[src/rtl/bsa_pkg.sv]
package bsa_pkg;

  // code-group width; a word carries WORD_W / SYM_W groups
  localparam int SYM_W = 10;

  // K28.5 stored with bit 0 = first-received bit
  localparam logic [SYM_W-1:0] K_RDN = 10'h17C;  // 0011111010 on the wire
  localparam logic [SYM_W-1:0] K_RDP = 10'h283;  // 1100000101 on the wire

  typedef enum logic [1:0] {
    ST_HUNT   = 2'd0,
    ST_SETTLE = 2'd1,
    ST_LOCK   = 2'd2
  } bsa_state_e;

  // comma recogniser, either running disparity
  function automatic logic is_comma(logic [SYM_W-1:0] sym);
    return (sym == K_RDN) || (sym == K_RDP);
  endfunction

  // next search offset, wrapping at span
  function automatic int unsigned slip_next(int unsigned cur, int unsigned span);
    return (cur + 1 >= span) ? 0 : cur + 1;
  endfunction

endpackage

[src/rtl/bsa_history.sv]
module bsa_history #(
  parameter int WORD_W = 20
) (
  input  logic              clk,
  input  logic              rst_n,
  input  logic [WORD_W-1:0] raw_word,
  output logic [WORD_W-1:0] prev_word
);

  always_ff @(posedge clk or negedge rst_n) begin
    if (!rst_n) prev_word <= '0;
    else        prev_word <= raw_word;
  end

endmodule

[src/rtl/bsa_shifter.sv]
module bsa_shifter #(
  parameter int WORD_W = 20,
  parameter int SLIP_W = 5
) (
  input  logic [WORD_W-1:0] cur_word,
  input  logic [WORD_W-1:0] prev_word,
  input  logic [SLIP_W-1:0] slip,
  output logic [WORD_W-1:0] window
);

  localparam int CAT_W = 2 * WORD_W;

  // older word in the low half: the stream reads upward from bit 0
  logic [CAT_W-1:0] history;
  assign history = {cur_word, prev_word};

  // one selector per output bit
  for (genvar i = 0; i < WORD_W; i++) begin : g_bit
    logic [WORD_W-1:0] taps;
    for (genvar k = 0; k < WORD_W; k++) begin : g_tap
      assign taps[k] = history[i + k];
    end
    assign window[i] = (int'(slip) < WORD_W) ? taps[slip] : 1'b0;
  end

endmodule

[src/rtl/bsa_comma_det.sv]
module bsa_comma_det (
  input  logic [bsa_pkg::SYM_W-1:0] sym,
  output logic                      hit
);

  import bsa_pkg::*;

  logic [1:0] match;
  assign match[0] = (sym == K_RDN);
  assign match[1] = (sym == K_RDP);
  assign hit = |match;

endmodule

[src/rtl/bsa_ctrl.sv]
module bsa_ctrl #(
  parameter int WORD_W = 20,
  parameter int SLIP_W = 5,
  parameter int SETTLE = 4
) (
  input  logic              clk,
  input  logic              rst_n,
  input  logic              resync,
  input  logic              hit,
  output logic [SLIP_W-1:0] slip,
  output logic              locked,
  output logic              step_evt,
  output logic              hit_evt
);

  import bsa_pkg::*;

  localparam int CNT_W = (SETTLE < 1) ? 1 : $clog2(SETTLE + 1);

  bsa_state_e       st;
  logic [CNT_W-1:0] cnt;
  logic             probe;

  // a comma test happens only in the hunt state and never alongside resync
  assign probe    = (st == ST_HUNT) && !resync;
  assign hit_evt  = probe && hit;
  assign step_evt = probe && !hit;
  assign locked   = (st == ST_LOCK);

  always_ff @(posedge clk or negedge rst_n) begin
    if (!rst_n) begin
      st   <= ST_HUNT;
      slip <= '0;
      cnt  <= '0;
    end else if (resync) begin
      st   <= ST_HUNT;
      slip <= '0;
      cnt  <= '0;
    end else begin
      case (st)
        ST_HUNT: begin
          if (hit) begin
            st <= ST_LOCK;
          end else begin
            slip <= SLIP_W'(slip_next(32'(slip), WORD_W));
            cnt  <= CNT_W'(SETTLE);
            st   <= (SETTLE == 0) ? ST_HUNT : ST_SETTLE;
          end
        end
        ST_SETTLE: begin
          cnt <= cnt - 1'b1;
          if (cnt <= CNT_W'(1)) st <= ST_HUNT;
        end
        ST_LOCK: st <= ST_LOCK;
        default: st <= ST_HUNT;
      endcase
    end
  end

endmodule

[src/rtl/bsa_aligner.sv]
module bsa_aligner #(
  parameter int WORD_W = 20,
  parameter int SETTLE = 4,
  localparam int SLIP_W = $clog2(WORD_W)
) (
  input  logic              clk,
  input  logic              rst_n,
  input  logic              resync,
  input  logic [WORD_W-1:0] raw_word,
  output logic [WORD_W-1:0] aligned_word,
  output logic              aligned_valid,
  output logic [SLIP_W-1:0] slip_count
);

  import bsa_pkg::*;

  logic [WORD_W-1:0] prev_word;
  logic [WORD_W-1:0] window;
  logic [SLIP_W-1:0] slip;
  logic              hit;
  logic              locked;
  logic              step_evt;
  logic              hit_evt;

  bsa_history #(.WORD_W(WORD_W)) u_hist (
    .clk      (clk),
    .rst_n    (rst_n),
    .raw_word (raw_word),
    .prev_word(prev_word)
  );

  bsa_shifter #(.WORD_W(WORD_W), .SLIP_W(SLIP_W)) u_shift (
    .cur_word (raw_word),
    .prev_word(prev_word),
    .slip     (slip),
    .window   (window)
  );

  // only the first-received code group may declare alignment
  bsa_comma_det u_det (
    .sym(window[SYM_W-1:0]),
    .hit(hit)
  );

  bsa_ctrl #(.WORD_W(WORD_W), .SLIP_W(SLIP_W), .SETTLE(SETTLE)) u_ctrl (
    .clk     (clk),
    .rst_n   (rst_n),
    .resync  (resync),
    .hit     (hit),
    .slip    (slip),
    .locked  (locked),
    .step_evt(step_evt),
    .hit_evt (hit_evt)
  );

  always_ff @(posedge clk or negedge rst_n) begin
    if (!rst_n) aligned_word <= '0;
    else        aligned_word <= window;
  end

  assign aligned_valid = locked;
  assign slip_count    = slip;

endmodule

[config.mk]
export PLATFORM = sky130hd
export DESIGN_NAME = bsa_aligner
export DESIGN_NICKNAME = d
export VERILOG_FILES = /design/src/rtl/bsa_pkg.sv /design/src/rtl/bsa_history.sv /design/src/rtl/bsa_shifter.sv /design/src/rtl/bsa_comma_det.sv /design/src/rtl/bsa_ctrl.sv /design/src/rtl/bsa_aligner.sv
export SDC_FILE = /design/constraint.sdc
export NUM_CORES = 1
export LEC_CHECK = 0
export ABC_AREA = 1
export BUFFER_PORTS_ARGS = -buffer_cell sky130_fd_sc_hd__buf_2
export CAP_MARGIN = 20
export CORE_MARGIN = 4
export CORE_UTILIZATION = 48
export DETAILED_ROUTE_END_ITERATION = 16
export PLACE_DENSITY = 0.66
export SETUP_SLACK_MARGIN = 0.3
export SLEW_MARGIN = 15
export SYNTH_ARGS = -nofsm -noshare
export SYNTH_HDL_FRONTEND = slang
export SYNTH_SLANG_ARGS = --single-unit
[constraint.sdc]
create_clock -name clk -period 2.4 [get_ports clk]
set_input_delay 0.48 -clock clk [delete_from_list [all_inputs] [get_ports clk]]
set_output_delay 0.48 -clock clk [all_outputs]
set_load 0.02 [all_outputs]
**Word-level counts from Yosys, hierarchy flattened**

Index checks and enable logic that the tools add are counted.

- Register bits: 50
- Input bits: 23
- Output and inout bits: 26
- Word-level logic and storage cells: 95

- $add $sub $neg: 2
- $lt $le $gt $ge: 4
- Eq/ne operators: 7
- Muxes and demuxes: 71
- Reductions and logical operators: 6

Operator list:

| operator | count |
|---|---|
| binary-select mux 1 bit (select 5 bit) | 20 |
| 2-to-1 mux 1 bit | 40 |
| 2-to-1 mux 5 bit | 4 |
| == test 10 bit, second input constant | 1 |
| == test 10 x 9 -> 1 bit, second input constant | 1 |
| adder 5 x 1 -> 6 bit, second input constant | 1 |
| >= comparator 6 x 5 -> 1 bit, second input constant | 1 |
| less-than comparator 5 x 6 -> 1 bit, second input constant | 1 |
| 2-to-1 mux 2 bit | 3 |
| 2-to-1 mux 3 bit | 2 |
| one-hot mux 2 bit (3 select lines) | 1 |
| one-hot mux 3 bit (2 select lines) | 1 |
| less-than comparator 5 bit, second input constant | 1 |
| AND reduction 2 bit | 2 |
| less-or-equal comparator 3 x 1 -> 1 bit, second input constant | 1 |
| != test 3 x 2 -> 1 bit, second input constant | 1 |
| != test 3 bit, second input constant | 1 |
| nonzero test 3 bit | 1 |
| subtractor 3 x 1 -> 3 bit, second input constant | 1 |
| == test 2 x 1 -> 1 bit, second input constant | 1 |
| == test 2 bit, second input constant | 1 |
| zero test 2 bit | 1 |
| != test 2 bit, second input constant | 1 |
| nonzero test 2 bit | 1 |
| OR reduction 2 bit | 1 |

**Longest topological paths before layout**

- Word-level depth: 8
- Gate-level depth with buffers: 20
- Gate-level depth less buffers: 18

**Modules after synthesis**

From an unflattened synthesis, not the netlist that was laid out.

- Cell total of the unflattened synthesis: 507
- Area total of the unflattened synthesis: 3,409.5 µm²

By module, submodules not included:

| module | instances | cells an instance | area each (µm²) | seq. area each (µm²) |
|---|---|---|---|---|
| bsa_shifter | 1 | 359 | 1,692.9 | 0.0 |
| bsa_ctrl | 1 | 85 | 624.3 | 250.2 |
| bsa_aligner | 1 | 20 | 500.5 | 500.5 |
| bsa_history | 1 | 20 | 500.5 | 500.5 |
| bsa_comma_det | 1 | 23 | 91.3 | 0.0 |

**Worst setup path after synthesis**

No wires, ideal clock.

- Kind: register to register
- Start: register u_ctrl.slip[0]
- End: register u_ctrl.slip[0]
- Setup time: 0.118 ns
- Arrival: 1.865 ns
- Required time: 2.282 ns
- Slack: 0.417 ns
- Stages on the path, launching flop included: 14
- Path buffers: 2
- Clock period less this slack: 1.983 ns
- Cells stage by stage: dfrtp_1 > buf_6 > buf_6 > mux2i_1 > nand2_1 > o21ai_1 > or2_1 > nand2_1 > a21oi_1 > nand3_2 > nand2_2 > nand2_2 > nand3_1 > nand2_1

- Word-level cells in the longest chain between the ends: 7
- Elaborated cells between the ends (all ways): 42
- Classes of those cells: add/sub: 1; order compare: 2; eq/ne: 3; mux: 34; reduce/logical: 2

Ends and longest elaborated chain:

| element | RTL line | text |
|---|---|---|
| from (decl) | bsa_ctrl.sv:10 | `output logic [SLIP_W-1:0] slip,` |
| from (signal assigned) | bsa_ctrl.sv:45 | `slip <= SLIP_W'(slip_next(32'(slip), WORD_W));` |
| binary-select mux 1 bit (select 5 bit) | bsa_shifter.sv:23 | `assign window[i] = (int'(slip) < WORD_W) ? taps[slip] : 1'b0;` |
| 2-to-1 mux 1 bit (implied by the code) | bsa_shifter.sv:23 |  |
| 2-to-1 mux 1 bit (*) | bsa_shifter.sv:23 |  |
| via u_det.sym, one bit | bsa_comma_det.sv:2 | `input logic [bsa_pkg::SYM_W-1:0] sym,` |
| == test 10 x 9 -> 1 bit or == test 10 bit (tied branches) | bsa_comma_det.sv:9, bsa_comma_det.sv:10 |  |
| OR reduction 2 bit (*) | bsa_comma_det.sv:11 | `assign hit = \|match;` |
| != test 2 bit (no line) (*) | n/a |  |
| AND reduction 2 bit (no line) (*) | n/a |  |

The timed path passes the listed nets; every way through them passes the cells marked *. The select of a mux whose other input is x is not followed.
A chain may end at the register's enable or synchronous reset.

**Final worst setup path**

- Start: register u_ctrl.slip[0]
- End: register u_ctrl.cnt[0]

- Word-level cells in the longest chain between the ends: 7
- Elaborated cells between the ends (all ways): 36
- Classes of those cells: order compare: 1; eq/ne: 3; mux: 30; reduce/logical: 2

Ends and longest elaborated chain:

| element | RTL line | text |
|---|---|---|
| binary-select mux 1 bit (select 5 bit) | bsa_shifter.sv:23 |  |
| 2-to-1 mux 1 bit (implied by the code) | bsa_shifter.sv:23 |  |
| 2-to-1 mux 1 bit | bsa_shifter.sv:23 |  |
| == test 10 x 9 -> 1 bit or == test 10 bit (tied branches) | bsa_comma_det.sv:9, bsa_comma_det.sv:10 |  |
| OR reduction 2 bit (*) | bsa_comma_det.sv:11 |  |
| != test 3 bit (no line) (*) | n/a |  |
| AND reduction 2 bit (no line) (*) | n/a |  |
| to (signal assigned) | bsa_ctrl.sv:46 | `cnt <= CNT_W'(SETTLE);` |
| to (signal assigned) | bsa_ctrl.sv:51 | `cnt <= cnt - 1'b1;` |
| to (decl) | bsa_ctrl.sv:21 | `logic [CNT_W-1:0] cnt;` |

Every way passes the cells marked *; elsewhere a longest branch is shown, timed or not. The select of a mux whose other input is x is not followed.

==> reports/qor.txt <==
Status - finished, final reports clean
Pre-CTS WS - 0.115 ns
CP required - 2.65 ns
Slew headroom - 0.571
Synth top area cells - dfrtp_1 (37%), nand2_1 (17%), nand3_1 (17%)
Worst-margin pin slew - 0.636 ns
Die area - 8540 um^2
Design Area, Final - 4610 um^2
Area added between synthesis and finish - 34.8%
Vias per inst - 5.84
Critical Path AT - 2.54 ns
Yosys reg bits - 50
Final GP Congestion - 1.02
Crit Path Max Fanout - 5
Reg2reg start - u_ctrl.slip[0]
Multi-input logic area - 2320 um^2
Dominant cell type by area after synthesis - dfrtp_1
Pins Over Slew Limit - 0
Post-synth top area share - 0.366
Worst hold path class - in -> async
Cell Area, Placed - 3790 um^2
Post-synth EDFFs - 0
Max_cap viols - 0
Ys async rst share - 1.00
Number of fill cells in the layout - 619
Yosys cell types - 37
CTS Buf Count - 5
Total track usage - 0.267
R2R setup slack - 0.11 ns
Clock sinks - 50
Routed vias - 3863
First-pass GRT wire length - 17800 um
Unrepaired setup endpoints after global routing - true
Wire per inst - 18.2 um
Vias in the first global route - 3421
H-tree Lvls - 2
DRT antenna net count - 0
Initial Util - 0.498
Final Setup Violations - 0
Drt initial violations - 416
Setup crit end kind - register
Final period util - 0.953
Setup TNS - 0 ns
Final #Nets - 591
Avg Inst Size Synth - 6.89 um^2
Global route overflow - 0
Peak supply drop - 0.736 mV
# rows - 30
Clock skew - 0.0118 ns
Largest net degree at the start of global routing - 27
Pwr/cell area - 977 nW/um^2
Initial antenna violation count - 0
Crit path kind - reg -> reg
DP HPWL - 8220 um
FF+latch area - 1260 um^2
Finished Layout Cells - 661
Share of layout cells above drive strength 1 - 0.393
Max incr delay on CP - 0.52 ns
Diodes inserted - 0
Most frequent cell on the critical path - nand2_2
Startpoint types - register
Die Wd - 92.4 um
Main synth FF type - dfrtp_1
Fmax - 437 MHz
Worst setup margin - 0.113 ns
Slowest-stage cell, CP - dfrtp_4
Core Box Area - 6870 um^2
Final Critical Period - 2.29 ns
Root Buffer - clkbuf_8
IO buf count - 48
CP startpoint - u_ctrl.slip[0]
LEAKAGE - 2.26 nW
Chip height - 92.4 um
Syn_nets - 524
Yosys warning count - 0
Mapped cell area - 3420 um^2
Final Hold Viols - 0
Clock slew at reported path FFs - 0.10 ns
# IOs - 49
Clock buffer depth - 2
Seq/Total Area, Yosys - 0.366
Final routed DRC violation total - 0
Placed cell count - 632
Routed WL - 12000 um
Sequence of cells on the critical path - buf_12, buf_12, clkbuf_16, nand2_2, nand3_1, nand3_2, nand2_1, inv_1, nand2_2, a21boi_2, nand2_2, nor2_2, nand3_2, nand2_2, nand2_2, nand2_2, nand2_1, nand2_1
CTS tree - yes
Clk Latency, worst-skew pair - 0.31 ns
Mapped Cells - 497
First drt pass iteration count - 7
## state kept, by name (all words and copies together), names as in the netlist
| name | count |
|---|---|
| aligned_word | 20 |
| u_ctrl.st | 2 |
| u_hist.prev_word | 20 |
| u_ctrl.slip | 5 |
| u_ctrl.cnt | 3 |
## cell usage after synthesis, types with 2 or more instances
library cell and count:
buf_6 5, nand3_2 3, xor2_1 3, ha_1 4, inv_2 4, nor2_4 2
inv_1 25, or2_1 2, dfrtp_1 50, o221ai_1 2, buf_2 13, clkbuf_1 7
o31ai_1 2, nand3_1 114, o21ai_1 2, a21oi_1 10, nand2_2 12, o21ai_0 24
nor3_1 6, o22ai_1 5, nor2_1 25, o211ai_1 5, a21boi_1 2, nand2_1 154
or2_2 2, mux2i_1 3
## cell families (layout without fill, tap and decap cells)
logic type / Yosys count / count (layout) / share of synthesized area
fa+ha+maj: 4 / 4 / 0.0146
xor+xnor: 4 / 4 / 0.0102
buf+inv: 58 / 126 / 0.0848
compound gates: 55 / 55 / 0.0936
mux: 3 / 3 / 0.00878
flops: 50 / 50 / 0.366
simple gates: 323 / 323 / 0.422
## final cells by class
| cell class | instances | share of cell area |
|---|---|---|
| Clock buffer | 6 | 0.0179 |
| Clock inverter | 2 | 0.00271 |
| Inverter | 31 | 0.0279 |
| Multi-Input combinational cell | 389 | 0.503 |
| Sequential cell | 50 | 0.272 |
| Tap cell | 96 | 0.0260 |
| Timing Repair Buffer | 85 | 0.144 |
| Timing Repair inverter | 2 | 0.00597 |
## worst max-delay path, delay by kind of cell (launching register included)
family	cells	cell delay, ns
and+or+nand+nor	13	1.07
DFF	1	0.52
buffers and inverters	4	0.49
AOI/OAI and AO/OA	1	0.15
## stage by stage
step           power, W  hold WS (ns)  utilization
5_1_grt         0.00478         0.209        0.671
3_5_place_dp    0.00326         0.474        0.552
3_3_place_gp    0.00327         0.456        0.552
2_1_floorplan   0.00261         0.184            -
4_1_cts         0.00386         0.191        0.574
6_report        0.00450         0.169        0.671
## where the power goes
part / internal (W) / switching, W
logic: 0.00104 / 0.00178
clock network: 0.000233 / 0.000305
registers: 0.00105 / 0.0000927
total: 0.00232 / 0.00218
## final timing paths
kind,to,cells past startpoint
worst max-delay path,u_ctrl.cnt[0],18
worst min-delay path,u_hist.prev_word[2],1
worst max register to register,u_ctrl.cnt[0],18
worst min register to register,u_ctrl.st[1],1
max in group asynchronous,aligned_word[15],2
min in group clk,u_hist.prev_word[19],1
## layout by cell type (no fill, tap or decap), types with 3 or more instances in the layout
master / count
o21ai_0: 21
nand2_1: 122
ha_1: 4
nor2_2: 5
a21oi_2: 6
buf_4: 25
nor3_1: 6
o21ai_2: 6
buf_6: 3
buf_2: 48
clkbuf_8: 6
o22ai_1: 5
nor2_4: 4
buf_12: 5
dfrtp_1: 48
clkbuf_16: 3
a21oi_1: 4
nand2_2: 38
nand3_4: 3
inv_2: 10
nand3_1: 73
inv_1: 19
o211ai_1: 5
xor2_1: 3
nor2_1: 18
nand2_4: 4
nand3_2: 41
## per-layer routing
layer | part of all wire | track usage
met1 | 0.41 | 0.371
met2 | 0.47 | 0.408
met3 | 0.077 | 0.0349
met4 | 0.048 | 0.131
met5 | 0 | 0
## what timing repair did
item | in CTS | in global routing
hold buffers | 0 | 0
resized for setup | 7 | 121
setup buffers | 1 | 13
pin swaps | 2 | 39
endpoints found under the setup margin | 11 | 13
gates cloned | 2 | 5
Note: power is estimated with default switching activity, not from simulation.
